==> src/rtl/acc_cpu_pkg.sv <==
package acc_cpu_pkg;

  localparam int OPW = 3;

  typedef enum logic [OPW-1:0] {
    OP_LD   = 3'd0,
    OP_ST   = 3'd1,
    OP_ADD  = 3'd2,
    OP_SUB  = 3'd3,
    OP_MUL  = 3'd4,
    OP_STOP = 3'd5,
    OP_U6   = 3'd6,
    OP_U7   = 3'd7
  } op_e;

  typedef enum logic [3:0] {
    PH_FADR,
    PH_FWAIT,
    PH_FMDR,
    PH_FIR,
    PH_DEC,
    PH_EWAIT,
    PH_EMDR,
    PH_EOP,
    PH_EWR,
    PH_HALT
  } phase_e;

  typedef struct packed {
    logic mar_pc;
    logic mar_ir;
    logic mdr_mem;
    logic mdr_acc;
    logic ir_ld;
    logic pc_inc;
    logic acc_ld;
    logic we_set;
    logic halt_set;
  } ctl_s;

endpackage

==> src/rtl/acc_alu.sv <==
module acc_alu
  import acc_cpu_pkg::*;
#(
  parameter int DW = 16
) (
  input  op_e           op,
  input  logic [DW-1:0] acc,
  input  logic [DW-1:0] opnd,
  output logic [DW-1:0] res
);

  logic [DW-1:0] sum_w;
  logic [DW-1:0] dif_w;
  logic [DW-1:0] mul_w;

  always_comb begin
    sum_w = acc + opnd;
    dif_w = acc - opnd;
    mul_w = acc * opnd;
  end

  always_comb begin
    unique case (op)
      OP_ADD:  res = sum_w;
      OP_SUB:  res = dif_w;
      OP_MUL:  res = mul_w;
      default: res = opnd;
    endcase
  end

endmodule

==> src/rtl/acc_ctrl.sv <==
module acc_ctrl
  import acc_cpu_pkg::*;
(
  input  logic clk,
  input  logic rst,
  input  op_e  op,
  output ctl_s ctl
);

  phase_e ph_q, ph_d;
  logic   stop_op;

  always_comb begin
    stop_op = (op == OP_STOP) || (op == OP_U6) || (op == OP_U7);
  end

  always_comb begin
    ph_d = ph_q;
    unique case (ph_q)
      PH_FADR:  ph_d = PH_FWAIT;
      PH_FWAIT: ph_d = PH_FMDR;
      PH_FMDR:  ph_d = PH_FIR;
      PH_FIR:   ph_d = PH_DEC;
      PH_DEC: begin
        if (stop_op)         ph_d = PH_HALT;
        else if (op == OP_ST) ph_d = PH_EWR;
        else                 ph_d = PH_EWAIT;
      end
      PH_EWAIT: ph_d = PH_EMDR;
      PH_EMDR:  ph_d = PH_EOP;
      PH_EOP:   ph_d = PH_FADR;
      PH_EWR:   ph_d = PH_FADR;
      PH_HALT:  ph_d = PH_HALT;
      default:  ph_d = PH_HALT;
    endcase
  end

  always_ff @(posedge clk) begin
    if (rst) ph_q <= PH_FADR;
    else     ph_q <= ph_d;
  end

  always_comb begin
    ctl          = '0;
    ctl.mar_pc   = (ph_q == PH_FADR);
    ctl.mdr_mem  = (ph_q == PH_FMDR) || (ph_q == PH_EMDR);
    ctl.ir_ld    = (ph_q == PH_FIR);
    ctl.pc_inc   = (ph_q == PH_FIR);
    ctl.mar_ir   = (ph_q == PH_DEC) && !stop_op;
    ctl.mdr_acc  = (ph_q == PH_DEC) && (op == OP_ST);
    ctl.we_set   = (ph_q == PH_DEC) && (op == OP_ST);
    ctl.acc_ld   = (ph_q == PH_EOP);
    ctl.halt_set = (ph_q == PH_DEC) && stop_op;
  end

endmodule

==> src/rtl/acc_cpu.sv <==
module acc_cpu
  import acc_cpu_pkg::*;
#(
  parameter int DW = 16,
  parameter int AW = 10
) (
  input  logic          clk,
  input  logic          rst,
  output logic [AW-1:0] mem_addr,
  output logic [DW-1:0] mem_wdata,
  input  logic [DW-1:0] mem_rdata,
  output logic          mem_we,
  output logic          halted
);

  localparam int IRW    = OPW + AW;
  localparam int OP_LSB = DW - OPW;

  logic [AW-1:0]  pc_q;
  logic [AW-1:0]  mar_q;
  logic [DW-1:0]  mdr_q;
  logic [IRW-1:0] ir_q;
  logic [DW-1:0]  acc_q;
  logic           we_q;
  logic           halt_q;
  ctl_s           ctl;
  op_e            ir_op;
  logic [DW-1:0]  alu_res;

  assign ir_op = op_e'(ir_q[IRW-1 -: OPW]);

  acc_ctrl u_ctrl (
    .clk (clk),
    .rst (rst),
    .op  (ir_op),
    .ctl (ctl)
  );

  acc_alu #(.DW(DW)) u_alu (
    .op   (ir_op),
    .acc  (acc_q),
    .opnd (mdr_q),
    .res  (alu_res)
  );

  always_ff @(posedge clk) begin
    if (rst) begin
      pc_q   <= '0;
      mar_q  <= '0;
      mdr_q  <= '0;
      ir_q   <= '0;
      acc_q  <= '0;
      we_q   <= 1'b0;
      halt_q <= 1'b0;
    end else begin
      if (ctl.mar_pc)       mar_q <= pc_q;
      else if (ctl.mar_ir)  mar_q <= ir_q[AW-1:0];
      if (ctl.mdr_mem)      mdr_q <= mem_rdata;
      else if (ctl.mdr_acc) mdr_q <= acc_q;
      if (ctl.ir_ld)        ir_q  <= {mdr_q[DW-1 -: OPW], mdr_q[AW-1:0]};
      if (ctl.pc_inc)       pc_q  <= pc_q + 1'b1;
      if (ctl.acc_ld)       acc_q <= alu_res;
      we_q   <= ctl.we_set;
      halt_q <= halt_q | ctl.halt_set;
    end
  end

  assign mem_addr  = mar_q;
  assign mem_wdata = mdr_q;
  assign mem_we    = we_q;
  assign halted    = halt_q;

  // reserved field bits lie between address and opcode and are dropped
  if (OP_LSB < AW) begin : g_bad_layout
    initial $error("opcode field overlaps address field");
  end

endmodule

==> config.mk <==
export PLATFORM = sky130hd
export DESIGN_NAME = acc_cpu
export DESIGN_NICKNAME = d
export VERILOG_FILES = /design/src/rtl/acc_cpu_pkg.sv /design/src/rtl/acc_alu.sv /design/src/rtl/acc_ctrl.sv /design/src/rtl/acc_cpu.sv
export SDC_FILE = /design/constraint.sdc
export NUM_CORES = 1
export LEC_CHECK = 0
export BUFFER_PORTS_ARGS = -buffer_cell sky130_fd_sc_hd__buf_2
export CAP_MARGIN = 10
export CORE_MARGIN = 2
export CORE_UTILIZATION = 45
export CTS_BUF_LIST = sky130_fd_sc_hd__clkbuf_16
export CTS_CLUSTER_DIAMETER = 200
export DETAILED_ROUTE_END_ITERATION = 10
export SETUP_SLACK_MARGIN = 0.4
export SLEW_MARGIN = 5
export SYNTH_ARGS = -nofsm -noshare
export SYNTH_HDL_FRONTEND = slang
export SYNTH_SLANG_ARGS = --single-unit
==> constraint.sdc <==
create_clock -name clk -period 6.6 [get_ports clk]
set_input_delay 0.66 -clock clk [delete_from_list [all_inputs] [get_ports clk]]
set_output_delay 0.66 -clock clk [all_outputs]
set_load 0.005 [all_outputs]
==> metrics.md <==
| Metric | Value |
|---|---|
| Status | `complete, no violations` |
| Sw Ratio | `0.320` |
| # IOs | `46` |
| Most used DFF post-synth | `dfxtp_1` |
| Reg area | `~0.0014 mm2` |
| Hold buffers post-CTS | `0` |
| Syn_area_per_cell | `a little over 8 um2` |
| Sequential fraction of the synthesis area | `0.177` |
| Clk sinks | `roughly 70` |
| Commonest cells in the netlist | `nand2_1 (142), inv_1 (123), fa_1 (81)` |
| Slew @ Worst Pin | `approximately 0.86 ns` |
| Max-cap violations | `0` |
| Critical Path Start Type | `register` |
| Worst skew pair latency | `approximately 0.35 ns` |
| Critical Path RT | `about 6.8 ns` |
| Post-detail-place hpwl | `~17,000 um` |
| FMAX | `0.171 GHz` |
| VDD IR max | `0.152 mV` |
| GRT Util Overall | `0.257` |
| Setup-failing EPs final | `0` |
| Post-synthesis net count | `~1,200` |
| Internal | `roughly 0.0009 W` |
| Final Hold Violating Endpoints | `0` |
| Cell total after placement | `about 1,200` |
| Starting density of the core | `0.463` |
| Bufs on Longest Clock Path | `2` |
| Max FO, Critical Path | `16` |
| Initial antenna violation count | `0` |
| Switching Power | `0.000433 W` |
| RSZ-0062 raised after global routing | `false` |
| Post-cts resize count | `0` |
| Most numerous cell in the Yosys netlist | `nand2_1` |
| Multi-input gate area | `a little under 0.006 mm2` |
| DR pass1 iterations | `5` |
| CTS tree | `yes` |
| Finished Layout Cells | `approximately 1,200` |
| Total negative slack | `0 ns` |
| Root Buffer | `clkbuf_16` |
| Relative slew slack | `0.429` |
| Crit end category | `register` |
| TritonCTS Buffers | `9` |
| CP top delay family | `adder cells` |
| Setup Fix Bufs, Post-CTS | `0` |
| Post-synth design cell area | `approximately 0.0080 mm2` |
| Crit path largest cell delay | `0.84 ns` |
| Reg2Reg Depth | `18` |
| GR Overflow Total | `0` |
| WL/cell | `between 15 and 20 um` |
| Clock transition at path regs | `around 0.06 ns` |
| Share of power burned in registers | `0.357` |
| DRT iter0 DRCs | `about 350` |
| Final wirelength | `between 20,000 and 25,000 um` |
| Layout cells sized above 1 | `0.0850` |
| Final Skew | `between 0.01 and 0.015 ns` |
| Yosys cell types | `roughly 50` |
| RePlAce Congestion | `roughly 0.94` |
| IO Port Bufs | `45` |
| Worst hold stages | `2` |
| Layout Cell Area excl Fill | `0.00876 mm2` |
| Fillers | `roughly 1,700` |
| Crit Path Class | `register to register` |
| Period utilization | `0.889` |
| Syn Inst Count | `993` |
| Total number of yosys warnings | `0` |
| First-pass GRT wire length | `around 36,000 um` |
| Post-route antenna net violation count | `0` |
| Worst path slowest cell | `dfxtp_1` |
| Area Growth Syn to Fin | `9.09%` |
| Die W | `~140 um` |
| FP Rows | `48` |
| Antenna Cells | `0` |
| Die footprint | `roughly 0.019 mm2` |
| Post-synth EDFFs | `0` |
| Worst path bufs/invs | `2` |
| Tot Pwr | `0.00135 W` |
| Vias post-DR | `slightly below 7,000` |
| DRC errors left | `0` |
| Placed instance area | `~0.0084 mm2` |
| Clock share of power | `0.398` |
| Chip height | `about 140 um` |
| Largest net degree at the start of global routing | `72` |
| WP depth | `18` |
| Pwr/cell area | `155 mW/mm2` |
| Hold Path Class | `register to register` |
| Ranking of synthesized cells by area | `fa_1 (20%), dfxtp_1 (18%), ha_1 (10%), nand2_1 (6.6%), inv_1 (5.8%)` |
| WP data arrival | `6.06 ns` |
| Combinational Power Share | `0.245` |
| Biggest area consumer among synthesized cells | `fa_1` |
| Slew Viols, Final | `0` |
| Asr flop ratio synth | `0` |
| FF+latch count, synth | `between 70 and 80` |
| Placeable Area | `between 0.015 and 0.02 mm2` |
| Vias in the first global route | `roughly 6,600` |
| Post-synth top area share | `0.202` |
| Final layout net count | `roughly 1,200` |
| Vias per inst | `approximately 5.5` |
| Most Frequent Cell on Critical Path | `fa_1` |
| H-tree depth | `3` |
| Cell-by-cell trace of the critical path | `and2_1 -> fa_1 -> fa_1 -> ha_1 -> fa_1 -> inv_1 -> fa_1 -> fa_1 -> inv_1 -> ha_1 -> or3_1 -> a311o_1 -> nand3_1 -> and4_1 -> a21oi_1 -> xor2_1 -> a221oi_1 -> a211oi_1` |
| Tmin final | `5.86 ns` |
| Leakage | `3.98 nW` |
-- per-stage QoR --
stage	utilization	worst slack, ns	hold slack (ns)
floorplan	-	0.964	0.436
global placement	0.486	0.836	0.449
detailed placement	0.486	0.777	0.450
CTS	0.505	0.761	0.460
global route	0.505	0.497	0.477
finish	0.505	0.736	0.456
-- layout make-up --
cell class                      count  share of cell area
Multi-Input combinational cell    740               0.676
Clock inverter                      7              0.0111
Inverter                          123              0.0527
Tap cell                          225              0.0321
Clock buffer                        9              0.0257
Sequential cell                    71               0.162
Timing Repair Buffer               62              0.0403
-- cell usage in the layout, fill, tap and decap left out, types with 11 or more instances in the layout --
cell	n
nand2_1	142
a311oi_1	12
o21ai_0	21
nand3_1	11
buf_2	45
xor2_1	24
ha_1	67
fa_1	81
a21oi_1	45
xnor2_1	43
and2_1	71
nor2_1	78
nor3_1	14
dfxtp_1	71
a211oi_1	22
a22oi_1	11
mux2i_1	12
inv_1	123
buf_4	17
-- kinds of logic (layout without fill, tap and decap cells) --
family | count (synthesis) | count (layout) | share of synthesized area
flip-flops | 71 | 71 | 0.177
multiplexers | 12 | 12 | 0.0150
adder cells (fa/ha/maj) | 148 | 148 | 0.306
buffers and inverters | 182 | 201 | 0.0865
AND/OR/NAND/NOR | 354 | 354 | 0.205
AO/OA/AOI/OAI | 157 | 157 | 0.132
XOR/XNOR | 69 | 69 | 0.0779
-- state kept, by name (all words and copies together) (netlist names) --
name,cells
acc_q,16
mem_addr,10
mem_wdata,16
u_ctrl.ph_q,4
pc_q,10
mem_we,1
ir_q,13
halted,1
-- path summary, 6_finish.rpt --
path,to,start,slack (ns)
hold reg to reg,ir_q[1],ir_q[1],0.46
setup reg to reg,acc_q[14],acc_q[3],0.74
hold / removal,ir_q[1],ir_q[1],0.46
setup / recovery,acc_q[14],acc_q[3],0.74
-- worst reg2reg max path, stage by stage (launching register included) --
cell and delay, ns:
dfxtp_1 0.84, and2_1 0.26, fa_1 0.42, fa_1 0.44
ha_1 0.21, fa_1 0.53, inv_1 0.05, fa_1 0.48
fa_1 0.54, inv_1 0.04, ha_1 0.25, or3_1 0.36
a311o_1 0.32, nand3_1 0.08, and4_1 0.24, a21oi_1 0.09
xor2_1 0.15, a221oi_1 0.30, a211oi_1 0.12
-- power by group through the flow --
stage | Sequential [W] | Clock (W) | Combinational [W]
final | 0.000483 | 0.000539 | 0.000332
after global placement | 0.000491 | 0 | 0.000327
after global routing | 0.000485 | 0.000560 | 0.000366
after floorplan | 0.000469 | 0 | 0.000258
after CTS | 0.000482 | 0.000542 | 0.000329
after detailed placement | 0.000491 | 0 | 0.000326
-- metal layers --
layer	routed length, um	GRT usage	part of all wire	up-vias
li1	-	-	-	3235
met1	10800	0.366	0.47	3303
met2	10500	0.403	0.45	192
met3	1360	0.0453	0.059	21
met4	378	0.0693	0.016	0
met5	0	0	0	-
Power figures use the tool's default switching activity.
